[src/rtl/irq_flag_pkg.sv]
package irq_flag_pkg;
  localparam int NUM_FLAGS    = 8;
  localparam int NUM_OVF      = 3;
  localparam int NUM_PINS     = 4;
  localparam int NUM_EDGE_SRC = NUM_PINS + 1;
  localparam int TONE_SRC     = NUM_PINS;

  typedef enum logic {
    SEL_FLAGS = 1'b0,
    SEL_MASK  = 1'b1
  } reg_sel_e;

  // Flag position of each level source: pins 0..3, then tone.
  function automatic int edge_bit(input int src);
    case (src)
      0:       edge_bit = 3;
      1:       edge_bit = 4;
      2:       edge_bit = 5;
      3:       edge_bit = 7;
      default: edge_bit = 6;
    endcase
  endfunction
endpackage

[src/rtl/irq_sync.sv]
module irq_sync #(
  parameter int   WIDTH   = 1,
  parameter int   STAGES  = 2,
  parameter logic RST_VAL = 1'b1
) (
  input  logic             clk_i,
  input  logic             rst_ni,
  input  logic [WIDTH-1:0] d_i,
  output logic [WIDTH-1:0] q_o
);
  logic [STAGES-1:0][WIDTH-1:0] stage_q;

  always_ff @(posedge clk_i or negedge rst_ni) begin
    if (!rst_ni) stage_q[0] <= {WIDTH{RST_VAL}};
    else         stage_q[0] <= d_i;
  end

  for (genvar s = 1; s < STAGES; s++) begin : g_stage
    always_ff @(posedge clk_i or negedge rst_ni) begin
      if (!rst_ni) stage_q[s] <= {WIDTH{RST_VAL}};
      else         stage_q[s] <= stage_q[s-1];
    end
  end

  assign q_o = stage_q[STAGES-1];
endmodule

[src/rtl/irq_edge_det.sv]
module irq_edge_det #(
  parameter int   WIDTH   = 1,
  parameter logic RST_VAL = 1'b1
) (
  input  logic             clk_i,
  input  logic             rst_ni,
  input  logic [WIDTH-1:0] lvl_i,
  input  logic [WIDTH-1:0] rise_en_i,
  input  logic [WIDTH-1:0] fall_en_i,
  output logic [WIDTH-1:0] pulse_o
);
  logic [WIDTH-1:0] prev_q;
  logic [WIDTH-1:0] rise, fall;

  always_ff @(posedge clk_i or negedge rst_ni) begin
    if (!rst_ni) prev_q <= {WIDTH{RST_VAL}};
    else         prev_q <= lvl_i;
  end

  always_comb begin
    rise    = lvl_i & ~prev_q;
    fall    = ~lvl_i & prev_q;
    pulse_o = (rise & rise_en_i) | (fall & fall_en_i);
  end


  edge_needs_change_chk: assert property (@(posedge clk_i) disable iff (!rst_ni)
    (pulse_o & ~(lvl_i ^ $past(lvl_i))) == '0);


  no_rise_when_disabled_chk: assert property (@(posedge clk_i) disable iff (!rst_ni)
    (pulse_o & lvl_i & ~rise_en_i) == '0);


  no_fall_when_disabled_chk: assert property (@(posedge clk_i) disable iff (!rst_ni)
    (pulse_o & ~lvl_i & ~fall_en_i) == '0);
endmodule

[src/rtl/irq_flag_bank.sv]
module irq_flag_bank #(
  parameter int WIDTH = 8
) (
  input  logic             clk_i,
  input  logic             rst_ni,
  input  logic [WIDTH-1:0] set_i,
  input  logic             clr_en_i,
  input  logic [WIDTH-1:0] keep_i,
  output logic [WIDTH-1:0] flags_o
);
  logic [WIDTH-1:0] flags_q, flags_d;

  always_comb begin
    flags_d = flags_q;
    if (clr_en_i) flags_d = flags_d & keep_i;
    flags_d = flags_d | set_i;  // set wins over clear
  end

  always_ff @(posedge clk_i or negedge rst_ni) begin
    if (!rst_ni) flags_q <= '0;
    else         flags_q <= flags_d;
  end

  assign flags_o = flags_q;


  set_sticky_chk: assert property (@(posedge clk_i) disable iff (!rst_ni)
    (set_i != '0) |=> ((flags_q & $past(set_i)) == $past(set_i)));


  clear_applied_chk: assert property (@(posedge clk_i) disable iff (!rst_ni)
    clr_en_i |=> ((flags_q & ~$past(keep_i) & ~$past(set_i)) == '0));


  no_spurious_set_chk: assert property (@(posedge clk_i) disable iff (!rst_ni)
    (flags_q & ~$past(flags_q) & ~$past(set_i)) == '0);
endmodule

[src/rtl/irq_mask_gate.sv]
module irq_mask_gate #(
  parameter int WIDTH = 8
) (
  input  logic             clk_i,
  input  logic             rst_ni,
  input  logic             wr_en_i,
  input  logic [WIDTH-1:0] wr_data_i,
  input  logic [WIDTH-1:0] flags_i,
  output logic [WIDTH-1:0] mask_o,
  output logic             irq_o
);
  logic [WIDTH-1:0] mask_q;

  always_ff @(posedge clk_i or negedge rst_ni) begin
    if (!rst_ni)      mask_q <= '0;
    else if (wr_en_i) mask_q <= wr_data_i;
  end

  assign mask_o = mask_q;
  assign irq_o  = |(flags_i & mask_q);


  mask_load_chk: assert property (@(posedge clk_i) disable iff (!rst_ni)
    wr_en_i |=> (mask_q == $past(wr_data_i)));


  mask_hold_chk: assert property (@(posedge clk_i) disable iff (!rst_ni)
    !wr_en_i |=> $stable(mask_q));
endmodule

[src/rtl/irq_flag_reg.sv]
module irq_flag_reg
  import irq_flag_pkg::*;
#(
  parameter int SYNC_STAGES = 2
) (
  input  logic                 clk_i,
  input  logic                 rst_ni,
  input  logic [NUM_OVF-1:0]   ovf_pulse_i,
  input  logic [NUM_PINS-1:0]  ext_pin_i,
  input  logic                 tone_det_i,
  input  logic                 pin0_rise_sel_i,
  input  logic                 tone_both_edge_i,
  input  logic                 wr_en_i,
  input  logic                 wr_sel_i,
  input  logic [NUM_FLAGS-1:0] wr_data_i,
  input  logic                 rd_sel_i,
  output logic [NUM_FLAGS-1:0] rd_data_o,
  output logic [NUM_FLAGS-1:0] flags_o,
  output logic                 irq_o
);
  logic [NUM_EDGE_SRC-1:0] raw_lvl, sync_lvl, rise_en, fall_en, edge_pulse;
  logic [NUM_FLAGS-1:0]    set_vec, mask;
  logic                    flag_wr, mask_wr;

  assign raw_lvl = {tone_det_i, ext_pin_i};

  always_comb begin
    rise_en = '0;
    fall_en = '1;
    rise_en[0]        = pin0_rise_sel_i;
    fall_en[0]        = ~pin0_rise_sel_i;
    rise_en[TONE_SRC] = tone_both_edge_i;
  end

  irq_sync #(.WIDTH(NUM_EDGE_SRC), .STAGES(SYNC_STAGES), .RST_VAL(1'b1)) u_sync (
    .clk_i  (clk_i),
    .rst_ni (rst_ni),
    .d_i    (raw_lvl),
    .q_o    (sync_lvl)
  );

  irq_edge_det #(.WIDTH(NUM_EDGE_SRC), .RST_VAL(1'b1)) u_edge (
    .clk_i     (clk_i),
    .rst_ni    (rst_ni),
    .lvl_i     (sync_lvl),
    .rise_en_i (rise_en),
    .fall_en_i (fall_en),
    .pulse_o   (edge_pulse)
  );

  always_comb begin
    set_vec = '0;
    set_vec[NUM_OVF-1:0] = ovf_pulse_i;
    for (int e = 0; e < NUM_EDGE_SRC; e++) set_vec[edge_bit(e)] = edge_pulse[e];
  end

  assign flag_wr = wr_en_i && (wr_sel_i == SEL_FLAGS);
  assign mask_wr = wr_en_i && (wr_sel_i == SEL_MASK);

  irq_flag_bank #(.WIDTH(NUM_FLAGS)) u_flags (
    .clk_i    (clk_i),
    .rst_ni   (rst_ni),
    .set_i    (set_vec),
    .clr_en_i (flag_wr),
    .keep_i   (wr_data_i),
    .flags_o  (flags_o)
  );

  irq_mask_gate #(.WIDTH(NUM_FLAGS)) u_mask (
    .clk_i     (clk_i),
    .rst_ni    (rst_ni),
    .wr_en_i   (mask_wr),
    .wr_data_i (wr_data_i),
    .flags_i   (flags_o),
    .mask_o    (mask),
    .irq_o     (irq_o)
  );

  assign rd_data_o = (rd_sel_i == SEL_MASK) ? mask : flags_o;


  ovf_capture_chk: assert property (@(posedge clk_i) disable iff (!rst_ni)
    (ovf_pulse_i != '0) |=> (($past(ovf_pulse_i) & ~flags_o[NUM_OVF-1:0]) == '0));


  no_irq_without_flag_chk: assert property (@(posedge clk_i) disable iff (!rst_ni)
    (flags_o == '0) |-> !irq_o);


  irq_needs_mask_chk: assert property (@(posedge clk_i) disable iff (!rst_ni)
    (mask == '0) |-> !irq_o);


  reset_clean_chk: assert property (@(posedge clk_i)
    !rst_ni |-> (flags_o == '0 && !irq_o));
endmodule

[config.mk]
export PLATFORM = sky130hd
export DESIGN_NAME = irq_flag_reg
export DESIGN_NICKNAME = d
export VERILOG_FILES = /design/src/rtl/irq_flag_pkg.sv /design/src/rtl/irq_sync.sv /design/src/rtl/irq_edge_det.sv /design/src/rtl/irq_flag_bank.sv /design/src/rtl/irq_mask_gate.sv /design/src/rtl/irq_flag_reg.sv
export SDC_FILE = /design/constraint.sdc
export NUM_CORES = 1
export LEC_CHECK = 0
export BUFFER_PORTS_ARGS = -buffer_cell sky130_fd_sc_hd__buf_2
export CAP_MARGIN = 20
export CORE_MARGIN = 2
export CORE_UTILIZATION = 48
export DETAILED_ROUTE_END_ITERATION = 8
export PLACE_DENSITY_LB_ADDON = 0.25
export RECOVER_POWER = 25
export SLEW_MARGIN = 20
export SYNTH_ARGS = -nofsm -noshare
export SYNTH_HDL_FRONTEND = slang
export SYNTH_SLANG_ARGS = --single-unit
[constraint.sdc]
create_clock -name clk_i -period 1.2 [get_ports clk_i]
set_input_delay 0.12 -clock clk_i [delete_from_list [all_inputs] [get_ports clk_i]]
set_output_delay 0.12 -clock clk_i [all_outputs]
set_load 0.01 [all_outputs]
# ---- Word-level counts from Yosys, hierarchy flattened
# Cells that the tools add are included.
dict set report word_totals {
  ff_bits 31
  output_inout_bits 17
  elab_cells 22
}
dict set report op_classes {
  n_mux 2
  bitwise 12
  n_reduce_logical 3
}
# cell count
set ops {}
lappend ops {{$and 5x5->5} 4}
lappend ops {{$and 8x8->8} 2}
lappend ops {{$mux 8} 2}
lappend ops {{$not 5->5} 2}
lappend ops {{$or 8x8->8} 1}
lappend ops {{$reduce_or 8->1} 1}
lappend ops {{$or 5x5->5} 1}
lappend ops {{$logic_and 1x1->1} 2}
lappend ops {{$not 1->1} 2}

# ---- Logic depth before layout (Yosys ltp)
dict set report logic_depth {
  depth_word 5
  depth_mapped 3
}

# ---- Modules after synthesis
# Synthesis repeated with hierarchy kept, for this count alone.
dict set report hier_totals {
  cells_unflattened 95
  area_unflattened_um2 1365.1
}
# module instances cells_per_inst area_per_inst_um2
set modules_own_cells {}
lappend modules_own_cells {irq_mask_gate 1 22 367.9}
lappend modules_own_cells {irq_flag_bank 1 24 310.3}
lappend modules_own_cells {irq_sync 1 15 300.3}
lappend modules_own_cells {irq_edge_det 1 20 231.5}
lappend modules_own_cells {irq_flag_reg 1 14 155.1}

# ---- Worst setup path after synthesis
# OpenSTA, ideal clock, no wires.
dict set report synth_timing {
  kind {in2reg}
  startpoint {in wr_sel_i}
  endpoint {reg u_flags.flags_q[3], in the netlist u_flags.flags_o[3]}
  arrival_ps 874
  required_ps 1076
  path_slack_ps 202
  cell_stages 3
  n_path_buf 1
  path_cell_list {buf_2 -> or3b_1 -> a211o_1}
}
dict set report synth_via {
  elab_chain_len 4
}
# item line_no
set synth_lines {}
lappend synth_lines {{start, declared} irq_flag_reg.sv:14} ;# input logic wr_sel_i,
lappend synth_lines {{$not 1->1} irq_flag_reg.sv:57} ;# assign flag_wr = wr_en_i && (wr_sel_i == SEL_FLAGS);
lappend synth_lines {{$logic_and 1x1->1} irq_flag_reg.sv:57}
lappend synth_lines {{$mux 8} irq_flag_bank.sv:15} ;# if (clr_en_i) flags_d = flags_d & keep_i;
lappend synth_lines {{$or 8x8->8} irq_flag_bank.sv:16} ;# flags_d = flags_d | set_i;
lappend synth_lines {{net u_flags.flags_d[3]} irq_flag_bank.sv:11} ;# logic [WIDTH-1:0] flags_q, flags_d;
lappend synth_lines {{end signal, assigned} irq_flag_bank.sv:21} ;# else flags_q <= flags_d;
lappend synth_lines {{end, declared} irq_flag_bank.sv:11}
# The timed path passes the listed nets, and every way through them passes these cells.
# A chain may end at the register's enable or synchronous reset.

# ---- Final worst setup path
dict set report layout_timing {
  startpoint {reg u_mask.mask_q[6], in the netlist u_mask.mask_o[6]}
  endpoint {out irq_o}
}
dict set report layout_via {
  elab_chain_len 2
}
# item line_no
set layout_lines {}
lappend layout_lines {{start, declared} irq_mask_gate.sv:12} ;# logic [WIDTH-1:0] mask_q;
lappend layout_lines {{start signal, assigned} irq_mask_gate.sv:16} ;# else if (wr_en_i) mask_q <= wr_data_i;
lappend layout_lines {{$and 8x8->8} irq_mask_gate.sv:20} ;# assign irq_o = |(flags_i & mask_q);
lappend layout_lines {{$reduce_or 8->1} irq_mask_gate.sv:20}
lappend layout_lines {{end, declared} irq_flag_reg.sv:19} ;# output logic irq_o
# Every way passes these cells.

==> results.py <==
metrics = {
    "outcome": {
        "status": "finished with violations",
        "violations": "setup timing",
    },
    "timing": {
        "rsz0062_at_grt": "true",
        "tns_ps": -343,
        "tightest_slew_ps": 716,
        "setup_violations": 8,
        "finalHoldViolations": 0,
        "finalCriticalPeriod_ps": 1320,
        "max_freq_mhz": 755,
        "clock_skew_ps": 2.03,
        "maxSlewViolCount": 0,
        "slew_headroom_pct": 52.2,
        "min_period_over_period_pct": 110,
        "finalWorstSetupSlack_ps": -125,
    },
    "setup_path": {
        "worstRegToRegCells": 2,
        "slowest_delay_ps": 410,
        "criticalPathCategory": "reg2out",
        "end_kind": "output pin",
        "required_ps": 1080,
        "crit_path_top_delay_cell": "dfrtp_1",
        "arrival_ps": 1200,
        "worstSetupStartpointType": "flop",
        "worstPathCellList": "a22oi_2 > nand4_1 > buf_2",
        "r2r-end": "u_flags.flags_o[3]",
        "crit_path_max_fanout": 2,
        "reg2reg_slack_ps": 180,
        "r2r-start": "u_edge.prev_q[0]",
    },
    "yosys": {
        "yosysSeqAreaShare_pct": 66.7,
        "syn_inst": 86,
        "synth_area_leaders": "dfrtp_1 (34%), dfstp_2 (33%), mux2_2 (11%)",
        "yosys_register_bits": 31,
        "syn_area_per_cell_um2": 13.9,
        "synth_area_leader_cell": "dfrtp_1",
        "synthesis.area_um2": 1190,
        "synth_nets": 109,
        "yosysWarnings": 0,
        "synth_top_area_share_pct": 33.6,
        "ys_types": 17,
    },
    "route": {
        "drt_wl_total_um": 2520,
        "drt_pass1_iterations": 3,
        "avgRoutedWirePerCell_um": 14.0,
        "ant_nets": 0,
        "num_vias": 901,
        "vias_per_cell": 5.01,
        "drt_iter0_drc": 3,
        "drcViolationCount": 0,
    },
    "power_and_ir_drop": {
        "p_total_mw": 2.23,
        "power_density_nw_per_um2": 1300,
        "clock_power_share_pct": 24.6,
        "ir_drop_mv": 0.859,
        "switchingPower_mw": 0.592,
        "p_leak_nw": 0.784,
        "p_int_mw": 1.64,
        "seq_power_share_pct": 54.8,
        "switching_share_pct": 26.5,
        "comb_power_share_pct": 20.6,
    },
    "clock_tree": {
        "cts_made_buffers": 5,
        "root_buffer": "clkbuf_4",
        "clkSinkCount": 31,
        "worstSkewPairLatency_ps": 310,
        "cts_tree": "built",
        "clkSlewWorstSetupHoldPaths_ps": 90,
        "cts_buffer_depth": 2,
        "cts_max_level": 2,
    },
    "floorplan": {
        "die_h_um": 53.8,
        "die_x_um": 53.8,
        "fp.dieArea_um2": 2900,
        "ios": 40,
        "start_util_pct": 49.4,
        "coreArea_um2": 2410,
        "num_rows": 18,
    },
    "placement": {
        "port_buffers": 39,
        "place_congestion": 0.724,
        "hpwl_um": 1610,
    },
    "hold_path": {
        "hold-path-cell-count": 2,
        "hold_path_end": "u_mask.mask_o[1]",
        "min_from": "wr_data_i[1]",
        "hold_path_class": "in2reg",
    },
    "global_route": {
        "grt_max_degree": 32,
        "grt_pass1_wl_um": 3690,
        "grt.total_usage_pct": 18.4,
        "antenna_found_initial": 0,
        "overflow": 0,
        "grt_pass1_vias": 921,
    },
    "final_layout": {
        "fin_nets": 172,
        "synthToLayoutAreaGrowth_pct": 43.6,
        "final_cell_mix": "buf_2 (35), dfrtp_1 (16), dfstp_2 (12)",
        "drive_gt1_share_pct": 60.7,
        "mostFrequentLayoutCell": "buf_2",
        "n_antenna_cell": 0,
    },
    "flow_run": {
        "max_cap_violations": 0,
    },
}
## synthesized netlist by cell type, drive strengths merged
library cell	instances
nand4	1
nand2	6
dfrtp	16
or3b	4
a22oi	4
nand2b	1
o221ai	1
and3b	1
mux2	12
o22ai	3
a21o	3
nor3b	5
dfstp	15
inv	7
buf	2
a211o	1
o21ai	4
## registers in the layout, indices dropped and copies added, names as in the netlist
name and count:
u_edge.prev_q 5, u_flags.flags_o 8, u_mask.mask_o 8, u_sync.q_o 5, u_sync.stage_q 5
## critical path, delay by kind of cell, from the launching register on
kind / cells / cell delay, ps
buffers and inverters: 1 / 160
AND/OR/NAND/NOR: 1 / 130
AO/OA/AOI/OAI: 1 / 200
flip-flops: 1 / 410
## metal layers
layer | track usage, % | wire [um]
met5 | 0 | 0
met4 | 6.84 | 15
met3 | 6.94 | 137
met2 | 31.1 | 1390
met1 | 21.0 | 981
## stage by stage
stage          area, um2  util (%)  instances  hold WS, ps  worst slack [ps]
6_report            1710      71.0        180         52.2              -125
4_1_cts             1630      67.4        175         44.4              -117
2_1_floorplan       1190         -         86         -176               202
5_1_grt             1710      71.0        180         48.5              -205
3_5_place_dp        1420      59.0        154          153               126
3_3_place_gp        1420      59.0        154          144               139
## power by group through the flow
stage	registers [mW]	logic, mW	clock network [mW]
2_1_floorplan	1.23	0.162	0
3_3_place_gp	1.23	0.311	0
3_5_place_dp	1.24	0.317	0
4_1_cts	1.22	0.391	0.574
5_1_grt	1.23	0.505	0.618
6_report	1.22	0.459	0.549
## what timing repair did
action / CTS / global route
gates resized for setup: 10 / 16
hold endpoints to repair: 24 / 0
endpoints found under the setup margin: 7 / 9
hold buffers: 9 / 0
buffers inserted: 4 / 5
pin swaps: 2 / 3
## worst max-delay path by stage
| stage | from | to | slack [ps] | depth (start not counted) |
|---|---|---|---|---|
| 4_1_cts | u_flags.flags_o[3] | irq_o | -120 | 3 |
| 5_1_grt | u_mask.mask_o[5] | irq_o | -200 | 3 |
| 3_3_place_gp | wr_sel_i | u_mask.mask_o[6] | 140 | 3 |
| 2_1_floorplan | wr_sel_i | u_flags.flags_o[3] | 200 | 3 |
| 6_report | u_mask.mask_o[6] | irq_o | -120 | 3 |
| 3_5_place_dp | wr_sel_i | u_mask.mask_o[3] | 130 | 3 |
## final cells by class
cell class	count	area (um2)
fillers	174	699
well taps	30	37.5
inverters	7	31.3
clock inverters	3	15.0
clock buffers	5	37.5
repair buffers	58	398
flip-flops and latches	31	795
multi-input cells	46	397
## cells by family after synthesis
group           count (synthesis)  synth area share, %
simple gates                   18                 9.77
buf+inv                         9                 3.05
compound gates                 16                 9.14
flops                          31                 66.7
mux                            12                 11.3
(Power assumes the default switching activity.)
